## config.mk

```make
export PLATFORM = sky130hd
export DESIGN_NAME = tl_crossing_seq
export DESIGN_NICKNAME = d
export VERILOG_FILES = /design/src/rtl/tl_pkg.sv /design/src/rtl/tl_tick_gen.sv /design/src/rtl/tl_step_seq.sv /design/src/rtl/tl_lamp_decode.sv /design/src/rtl/tl_crossing_seq.sv
export SDC_FILE = /design/constraint.sdc
export NUM_CORES = 1
export LEC_CHECK = 0
export BUFFER_PORTS_ARGS = -buffer_cell sky130_fd_sc_hd__buf_2
export CAP_MARGIN = 10
export CELL_PAD_IN_SITES_DETAIL_PLACEMENT = 1
export CELL_PAD_IN_SITES_GLOBAL_PLACEMENT = 1
export CORE_ASPECT_RATIO = 0.8
export CORE_UTILIZATION = 45
export DETAILED_ROUTE_END_ITERATION = 6
export PLACE_DENSITY = 0.89
export SYNTH_ARGS = -nofsm -noshare
export SYNTH_HDL_FRONTEND = slang
export SYNTH_SLANG_ARGS = --single-unit
```

## constraint.sdc

```tcl
create_clock -name clk -period 3.79 [get_ports clk]
set_input_delay 0.758 -clock clk [delete_from_list [all_inputs] [get_ports clk]]
set_output_delay 0.758 -clock clk [all_outputs]
set_load 0.1 [all_outputs]
```

## src/rtl/tl_pkg.sv

```systemverilog
package tl_pkg;

  typedef struct packed {
    logic red;
    logic yellow;
    logic green;
  } head_t;

  localparam int NUM_HEADS   = 2;
  localparam int VEH_STEPS   = 8;
  localparam int PED_STEPS   = 2;
  localparam int ALL_STEPS   = VEH_STEPS + PED_STEPS;
  localparam int STEP_W      = $clog2(ALL_STEPS);
  localparam int PH_W        = $clog2(VEH_STEPS);
  localparam int SEC_W       = 3;
  localparam int WALK_STEP   = VEH_STEPS;
  localparam int FLASH_STEP  = VEH_STEPS + 1;
  localparam int WALK_SECS   = 4;
  localparam int FLASH_SECS  = 4;
  localparam int FLASH_HALF  = 1;
  localparam int HEAD_OFFSET = VEH_STEPS / 2;

  localparam head_t RED_ONLY = 3'b100;
  localparam head_t RED_AMB  = 3'b110;
  localparam head_t GRN_ONLY = 3'b001;
  localparam head_t AMB_ONLY = 3'b010;

  // Seconds spent in each step of the full cycle.
  function automatic logic [SEC_W-1:0] step_secs(input logic [STEP_W-1:0] s);
    case (s)
      STEP_W'(0), STEP_W'(4): step_secs = SEC_W'(6);
      STEP_W'(1), STEP_W'(5): step_secs = SEC_W'(1);
      STEP_W'(2), STEP_W'(6): step_secs = SEC_W'(4);
      STEP_W'(3), STEP_W'(7): step_secs = SEC_W'(2);
      STEP_W'(WALK_STEP):     step_secs = SEC_W'(WALK_SECS);
      STEP_W'(FLASH_STEP):    step_secs = SEC_W'(FLASH_SECS);
      default:                step_secs = SEC_W'(1);
    endcase
  endfunction

  // Lamp pattern of the head that takes its green late in the schedule.
  function automatic head_t lead_pattern(input logic [PH_W-1:0] ph);
    case (ph)
      PH_W'(5): lead_pattern = RED_AMB;
      PH_W'(6): lead_pattern = GRN_ONLY;
      PH_W'(7): lead_pattern = AMB_ONLY;
      default:  lead_pattern = RED_ONLY;
    endcase
  endfunction

endpackage

```

## src/rtl/tl_tick_gen.sv

```systemverilog
module tl_tick_gen #(
  parameter int TICKS_PER_SEC = 50_000_000
) (
  input  logic clk,
  input  logic rst,
  output logic tick
);

  localparam int CW = (TICKS_PER_SEC > 1) ? $clog2(TICKS_PER_SEC) : 1;
  localparam logic [CW-1:0] LAST = CW'(TICKS_PER_SEC - 1);

  logic [CW-1:0] cnt_q;

  always_ff @(posedge clk) begin
    if (rst)                cnt_q <= '0;
    else if (cnt_q == LAST) cnt_q <= '0;
    else                    cnt_q <= cnt_q + CW'(1);
  end

  assign tick = (cnt_q == LAST);

  generate
    if (TICKS_PER_SEC > 1) begin : g_spacing
      AST_TICK_SPACING: assert property (@(posedge clk) disable iff (rst)
        tick |=> !tick);
    end
  endgenerate

endmodule

```

## src/rtl/tl_step_seq.sv

```systemverilog
module tl_step_seq
  import tl_pkg::*;
(
  input  logic              clk,
  input  logic              rst,
  input  logic              tick,
  output logic [STEP_W-1:0] step_o,
  output logic [SEC_W-1:0]  sec_o
);

  localparam logic [STEP_W-1:0] LAST_STEP = STEP_W'(ALL_STEPS - 1);

  logic [STEP_W-1:0] step_q;
  logic [SEC_W-1:0]  sec_q;
  logic              step_done;

  assign step_done = tick && (sec_q == step_secs(step_q) - SEC_W'(1));

  always_ff @(posedge clk) begin
    if (rst) begin
      step_q <= '0;
      sec_q  <= '0;
    end else if (tick) begin
      if (step_done) begin
        sec_q  <= '0;
        step_q <= (step_q == LAST_STEP) ? '0 : step_q + STEP_W'(1);
      end else begin
        sec_q  <= sec_q + SEC_W'(1);
      end
    end
  end

  assign step_o = step_q;
  assign sec_o  = sec_q;

  AST_HOLD_NO_TICK: assert property (@(posedge clk) disable iff (rst)
    !tick |=> ($stable(step_q) && $stable(sec_q)));
  AST_SEC_BOUND: assert property (@(posedge clk) disable iff (rst)
    sec_q < step_secs(step_q));
  AST_STEP_BOUND: assert property (@(posedge clk) disable iff (rst)
    step_q <= LAST_STEP);
  AST_WRAP: assert property (@(posedge clk) disable iff (rst)
    (step_done && step_q == LAST_STEP) |=> (step_q == '0));

endmodule

```

## src/rtl/tl_lamp_decode.sv

```systemverilog
module tl_lamp_decode
  import tl_pkg::*;
(
  input  logic                  clk,
  input  logic                  rst,
  input  logic [STEP_W-1:0]     step_i,
  input  logic [SEC_W-1:0]      sec_i,
  output head_t [NUM_HEADS-1:0] heads_o,
  output logic                  walk_o,
  output logic                  dont_o
);

  head_t [NUM_HEADS-1:0] heads_q;
  logic                  walk_q, dont_q;
  logic                  walk_d, dont_d;
  logic [SEC_W-1:0]      half_idx;
  logic                  flash_on;
  logic                  in_veh;

  assign in_veh = (step_i < STEP_W'(VEH_STEPS));

  // Each head reads the shared table at its own rotation of the schedule.
  for (genvar g = 0; g < NUM_HEADS; g++) begin : g_head
    localparam logic [PH_W-1:0] OFS = PH_W'((g * HEAD_OFFSET) % VEH_STEPS);
    logic [PH_W-1:0] ph;
    head_t           pat;

    always_comb begin
      ph  = step_i[PH_W-1:0] + OFS;
      pat = in_veh ? lead_pattern(ph) : RED_ONLY;
    end

    always_ff @(posedge clk) begin
      if (rst) heads_q[g] <= RED_ONLY;
      else     heads_q[g] <= pat;
    end
  end

  always_comb begin
    half_idx = sec_i / SEC_W'(FLASH_HALF);
    flash_on = ((half_idx & SEC_W'(1)) == '0);
    if (step_i == STEP_W'(WALK_STEP)) begin
      walk_d = 1'b1;
      dont_d = 1'b0;
    end else if (step_i == STEP_W'(FLASH_STEP)) begin
      walk_d = flash_on;
      dont_d = 1'b0;
    end else begin
      walk_d = 1'b0;
      dont_d = 1'b1;
    end
  end

  always_ff @(posedge clk) begin
    if (rst) begin
      walk_q <= 1'b0;
      dont_q <= 1'b1;
    end else begin
      walk_q <= walk_d;
      dont_q <= dont_d;
    end
  end

  assign heads_o = heads_q;
  assign walk_o  = walk_q;
  assign dont_o  = dont_q;

  AST_NO_CONFLICT: assert property (@(posedge clk) disable iff (rst)
    !((heads_q[0].green || heads_q[0].yellow) &&
      (heads_q[1].green || heads_q[1].yellow)));
  AST_PED_EXCL: assert property (@(posedge clk) disable iff (rst)
    !(walk_q && dont_q));
  AST_PED_ALL_RED: assert property (@(posedge clk) disable iff (rst)
    walk_q |-> (heads_q[0] == RED_ONLY && heads_q[1] == RED_ONLY));
  AST_AMBER_NO_GREEN: assert property (@(posedge clk) disable iff (rst)
    (heads_q[0].yellow && heads_q[0].red) |-> !heads_q[0].green);

endmodule

```

## src/rtl/tl_crossing_seq.sv

```systemverilog
module tl_crossing_seq
  import tl_pkg::*;
#(
  parameter int TICKS_PER_SEC = 50_000_000
) (
  input  logic clk,
  input  logic rst,
  output logic h1_red,
  output logic h1_yel,
  output logic h1_grn,
  output logic h2_red,
  output logic h2_yel,
  output logic h2_grn,
  output logic walk_lamp,
  output logic dont_walk_lamp
);

  logic                  tick;
  logic [STEP_W-1:0]     step;
  logic [SEC_W-1:0]      sec;
  head_t [NUM_HEADS-1:0] heads;

  tl_tick_gen #(.TICKS_PER_SEC(TICKS_PER_SEC)) tick_i (
    .clk  (clk),
    .rst  (rst),
    .tick (tick)
  );

  tl_step_seq seq_i (
    .clk    (clk),
    .rst    (rst),
    .tick   (tick),
    .step_o (step),
    .sec_o  (sec)
  );

  tl_lamp_decode dec_i (
    .clk     (clk),
    .rst     (rst),
    .step_i  (step),
    .sec_i   (sec),
    .heads_o (heads),
    .walk_o  (walk_lamp),
    .dont_o  (dont_walk_lamp)
  );

  assign h1_red = heads[0].red;
  assign h1_yel = heads[0].yellow;
  assign h1_grn = heads[0].green;
  assign h2_red = heads[1].red;
  assign h2_yel = heads[1].yellow;
  assign h2_grn = heads[1].green;

endmodule

```

# Yosys cells after proc, flatten, opt, wreduce, memory -nomap -nowiden
# Memory sizes are Yosys's and may differ from the RTL's. A register that Yosys moved wholly into a read port is not among the register bits.
# Cells that the tools add are included.
[classes] n_addsub=5 n_lt_le_gt_ge=1 n_eq_ne=10 mux=10 bitwise=1 reduce_logical=5
[ops] cell="adder 26 x 1 -> 26 bit (second input constant)" count=1
[ops] cell="== test 26 bit (second input constant)" count=1
[ops] cell="== test 3 bit (second input constant)" count=6
[ops] cell="one-hot mux 3 bit (3 select lines)" count=2
[ops] cell="two-way mux 4 bit" count=3
[ops] cell="== test 4 bit (second input constant)" count=2
[ops] cell="adder 4 x 1 -> 4 bit (second input constant)" count=1
[ops] cell="< comparator 4 bit (second input constant)" count=1
[ops] cell="two-way mux 1 bit" count=4
[ops] cell="OR reduction 2 bit" count=2
[ops] cell="adder 3 x 1 -> 3 bit (second input constant)" count=1
[ops] cell="adder 3 bit (second input constant)" count=1
[ops] cell="== test 3 bit" count=1
[ops] cell="logical NOT 3 bit" count=1
[ops] cell="two-way mux 3 bit" count=1
[ops] cell="subtractor 3 x 1 -> 3 bit (second input constant)" count=1
[ops] cell="AND reduction 2 bit" count=1
[ops] cell="logical AND 1 bit" count=1
[ops] cell="NOT 1 bit" count=1
[totals] reg_bits=41 mem_bits_ro=48 inputBits=2 output_inout_bits=8 wordCells=44 memories=1
[mem_list] name="(name not given)" words=16 word_bits=3 rd=1 rd_clocked_by_memory_dff=1 write_ports=0 line_no="tl_pkg.sv:30" source="case (s)"

# Depth between registers and ports, before layout
[depth] ltp_word=6 depth_mapped=10 mapped_depth_nobuf=10

# By module
# From an unflattened synthesis, not the netlist that was laid out.
[hier_totals] cells_unflattened=227 area_unflattened_um2=2094.5
[by_module_without_submodules] mod="tl_tick_gen" instances=1 cells_each=147 area_each_um2=1257.5
[by_module_without_submodules] mod="tl_step_seq" instances=1 cells_each=62 area_each_um2=599.3
[by_module_without_submodules] mod="tl_lamp_decode" instances=1 cells_each=18 area_each_um2=237.7

# Worst setup path before layout
# No wires, ideal clock.
[synth_timing] path_kind="register -> register" startpoint="register tick_i.cnt_q[0]" endpoint="register (tool-made name)" setup_time_ns=0.115 arrival_time_ns=2.186 setup_slack_ns=1.489 path_stages_with_launch=10 period_less_slack_ns=2.301 cell_sequence="dfxtp_1 > ha_1 > nand2_1 > or2_2 > clkbuf_1 > nor4_4 > xnor2_1 > nor2_1 > ha_1 > and2_1"
[synth_lines] item="start, declared" line_no="tl_tick_gen.sv:12" source="logic [CW-1:0] cnt_q;"
[synth_lines] item="start signal, assigned" line_no="tl_tick_gen.sv:17" source="else cnt_q <= cnt_q + CW'(1);"

==> impl_metrics.tcl <==
set metrics [dict create \
    cp-start-kind "flip-flop" \
    cts_tree "built" \
    relSlewSlack 0.502 \
    dieArea_mm2 0.00485 \
    drv_slew 0 \
    period_share 0.660 \
    worstSetupPathType "flip-flop to flip-flop" \
    worstPathArrival_ns 2.70 \
    core_area_mm2 0.00428 \
    cp_slowest_stage_delay_ns 0.50 \
    synth.ff_latch_count 44 \
    grt_pass1_vias 1620 \
    drive_above_1_share 0.102 \
    gr-usage-all-layers 0.210 \
    final_common_cell "dfxtp_1" \
    pin_count 10 \
    cts_root_buf "clkbuf_8" \
    dr.pass1.iters 4 \
    clk_pin_slew_ns 0.08 \
    setup_viol 0 \
    min_path_type "flip-flop to flip-flop" \
    rsz0062_at_grt "no" \
    total_power_mw 0.764 \
    tightestPinTransition_ns 0.745 \
    post_cts.repair.setup_buffers 0 \
    syn_nets 247 \
    dp_worst_setup_slack_ns 1.29 \
    die_x_um 77.6 \
    clkSinkCount 44 \
    period_minus_slack_ns 2.50 \
    place_congestion 0.754 \
    mostFrequentLayoutCells "dfxtp_1, nor2_1, xnor2_1, nand2_1, inv_1" \
    required_ns 3.99 \
    drtIter0Drc 72 \
    areaGrowthSynthToFinish_pct 7.42 \
    clkLatencyLatePin_ns 0.30 \
    drc_errors 0 \
    ir_drop_uv 237 \
    routed_via_density 5.47 \
    final_nets 252 \
    totalWireLength_um 4610 \
    max_freq_mhz 400 \
    tns_ns 0 \
    numCtsBuffers 5 \
    fp.dieH_um 62.5 \
    dp_hpwl_um 3380 \
    netlist_area_mm2 0.00206 \
    crit_slowest_cell "nor4_1" \
    grt.overflow.total 0 \
    cp_max_fo 2 \
    synthCells 239 \
    initial_core_util 0.481 \
    maxCapViolations 0 \
    antenna_found_initial 0 \
    grt_pass1_wl_um 7870 \
    num_vias 1645 \
    cts_resized 0 \
    hold_ws_ns 0.452 \
    final.setup.worst_slack_ns 1.29 \
    yosysWarningCount 0 \
    status "finished clean" \
    diodes 0 \
    ys_seq_area_frac 0.428 \
    p_per_area_mw_per_mm2 345 \
    clockBufferDepth 2 \
    synth_cell_types 41 \
    worst_setup_path_end_kind "flip-flop" \
    skew_ns 0.00422 \
    postRouteAntennaNets 0 \
    leakage_nw 0.806 \
    avgSynthCellArea_um2 8.61 \
    grt_max_degree 24 \
    row_count 21 \
    cts-hold-fix-buffers 0 \
    worstPathCellList "inv_1, ha_1, xor2_1, nand3_1, nor4_1, nand3_1, a21o_1, ha_1, and2_1" \
    finalHoldViolCount 0 \
    htree_levels 2 \
    wl_per_cell_um 15.3 \
    port_buffers 9 \
]
-- stage by stage --
stage	instances	utilization	cell area [um^2]
6_report	301	0.516	2210
5_1_grt	301	0.516	2210
4_1_cts	301	0.516	2210
3_5_place_dp	294	0.497	2130
3_3_place_gp	294	0.497	2130
2_1_floorplan	239	-	2060
-- sequential cells by signal (all words and copies together), names as in the netlist, named ones only --
register,cells
dec_i.dont_o,1
dec_i.heads_o,6
dec_i.walk_o,1
tick_i.cnt_q,26
seq_i.sec_o,3
seq_i.step_o,4
-- per-layer routing --
| metal | GRT usage | up-vias | part of all wire |
|---|---|---|---|
| met2 | 0.322 | 32 | 0.45 |
| met1 | 0.288 | 796 | 0.50 |
| li1 | - | 809 | - |
| met3 | 0.0438 | 8 | 0.039 |
| met5 | 0 | - | 0 |
| met4 | 0.0849 | 0 | 0.015 |
-- final timing paths --
check | from | endpoint | slack, ns | depth (start not counted)
max | flip-flop | flip-flop | 1.29 | 9
min | tick_i.cnt_q[0] | tick_i.cnt_q[0] | 0.45 | 1
max reg2reg | flip-flop | flip-flop | 1.29 | 9
min reg2reg | tick_i.cnt_q[0] | tick_i.cnt_q[0] | 0.45 | 1
-- cell usage after synthesis --
library cell,n,area [um^2]
o21ai_0,5,25.0
o22ai_1,1,6.26
nor3_1,10,50.1
xnor3_1,1,22.5
or2_2,2,12.5
clkbuf_1,7,26.3
or3_2,1,7.51
a21o_1,2,15.0
buf_2,2,10.0
buf_1,1,3.75
and3_2,1,7.51
and3b_1,1,8.76
or4_4,1,11.3
a2bb2oi_1,1,8.76
nand3_1,12,60.1
nor2b_1,3,18.8
nor4b_1,1,8.76
and3_1,5,31.3
ha_1,6,75.1
nor4_1,5,31.3
a211oi_1,1,7.51
nand2_2,1,6.26
mux2i_1,3,30.0
and4_1,4,35.0
nand2_1,14,52.6
xor2_1,7,61.3
clkbuf_2,1,5.00
and2_1,2,12.5
dfxtp_1,44,881
a31o_2,1,8.76
or3b_2,1,8.76
nor4_4,1,21.3
nand4_1,4,25.0
inv_1,13,48.8
xnor2_1,21,184
nor2_1,38,143
a21oi_1,11,55.1
a22o_1,1,8.76
or3_1,1,6.26
o21a_1,1,7.51
or4b_1,1,10.0
-- critical path, delay by kind of cell (launching register included) --
| kind | cells | cell delay (ns) |
|---|---|---|
| flops | 1 | 0.35 |
| fa+ha+maj | 2 | 0.56 |
| buf+inv | 1 | 0.05 |
| simple gates | 4 | 1.01 |
| compound gates | 1 | 0.23 |
| xor+xnor | 1 | 0.21 |
-- cell type report --
type,instances,area [um^2]
clock inverter,2,12.5
timing repair buffer,9,45.0
tap,57,71.3
clock buffer,5,68.8
inverter,13,48.8
sequential,44,881
multi-input combinational,171,1080
fill,530,2070
-- power by group --
group | leakage (nW) | switching (mW) | total, mW | internal, mW
clock network | 0.0400 | 0.158 | 0.283 | 0.125
logic | 0.411 | 0.00990 | 0.0136 | 0.00374
registers | 0.355 | 0.00248 | 0.467 | 0.464
-- logic make-up after synthesis --
kind of cell             share of synthesized area
AND/OR/NAND/NOR                              0.276
XOR/XNOR                                     0.130
adder cells (fa/ha/maj)                     0.0365
buffers and inverters                       0.0456
AO/OA/AOI/OAI                               0.0693
flip-flops                                   0.428
multiplexers                                0.0146
Power figures use the tool's default switching activity.
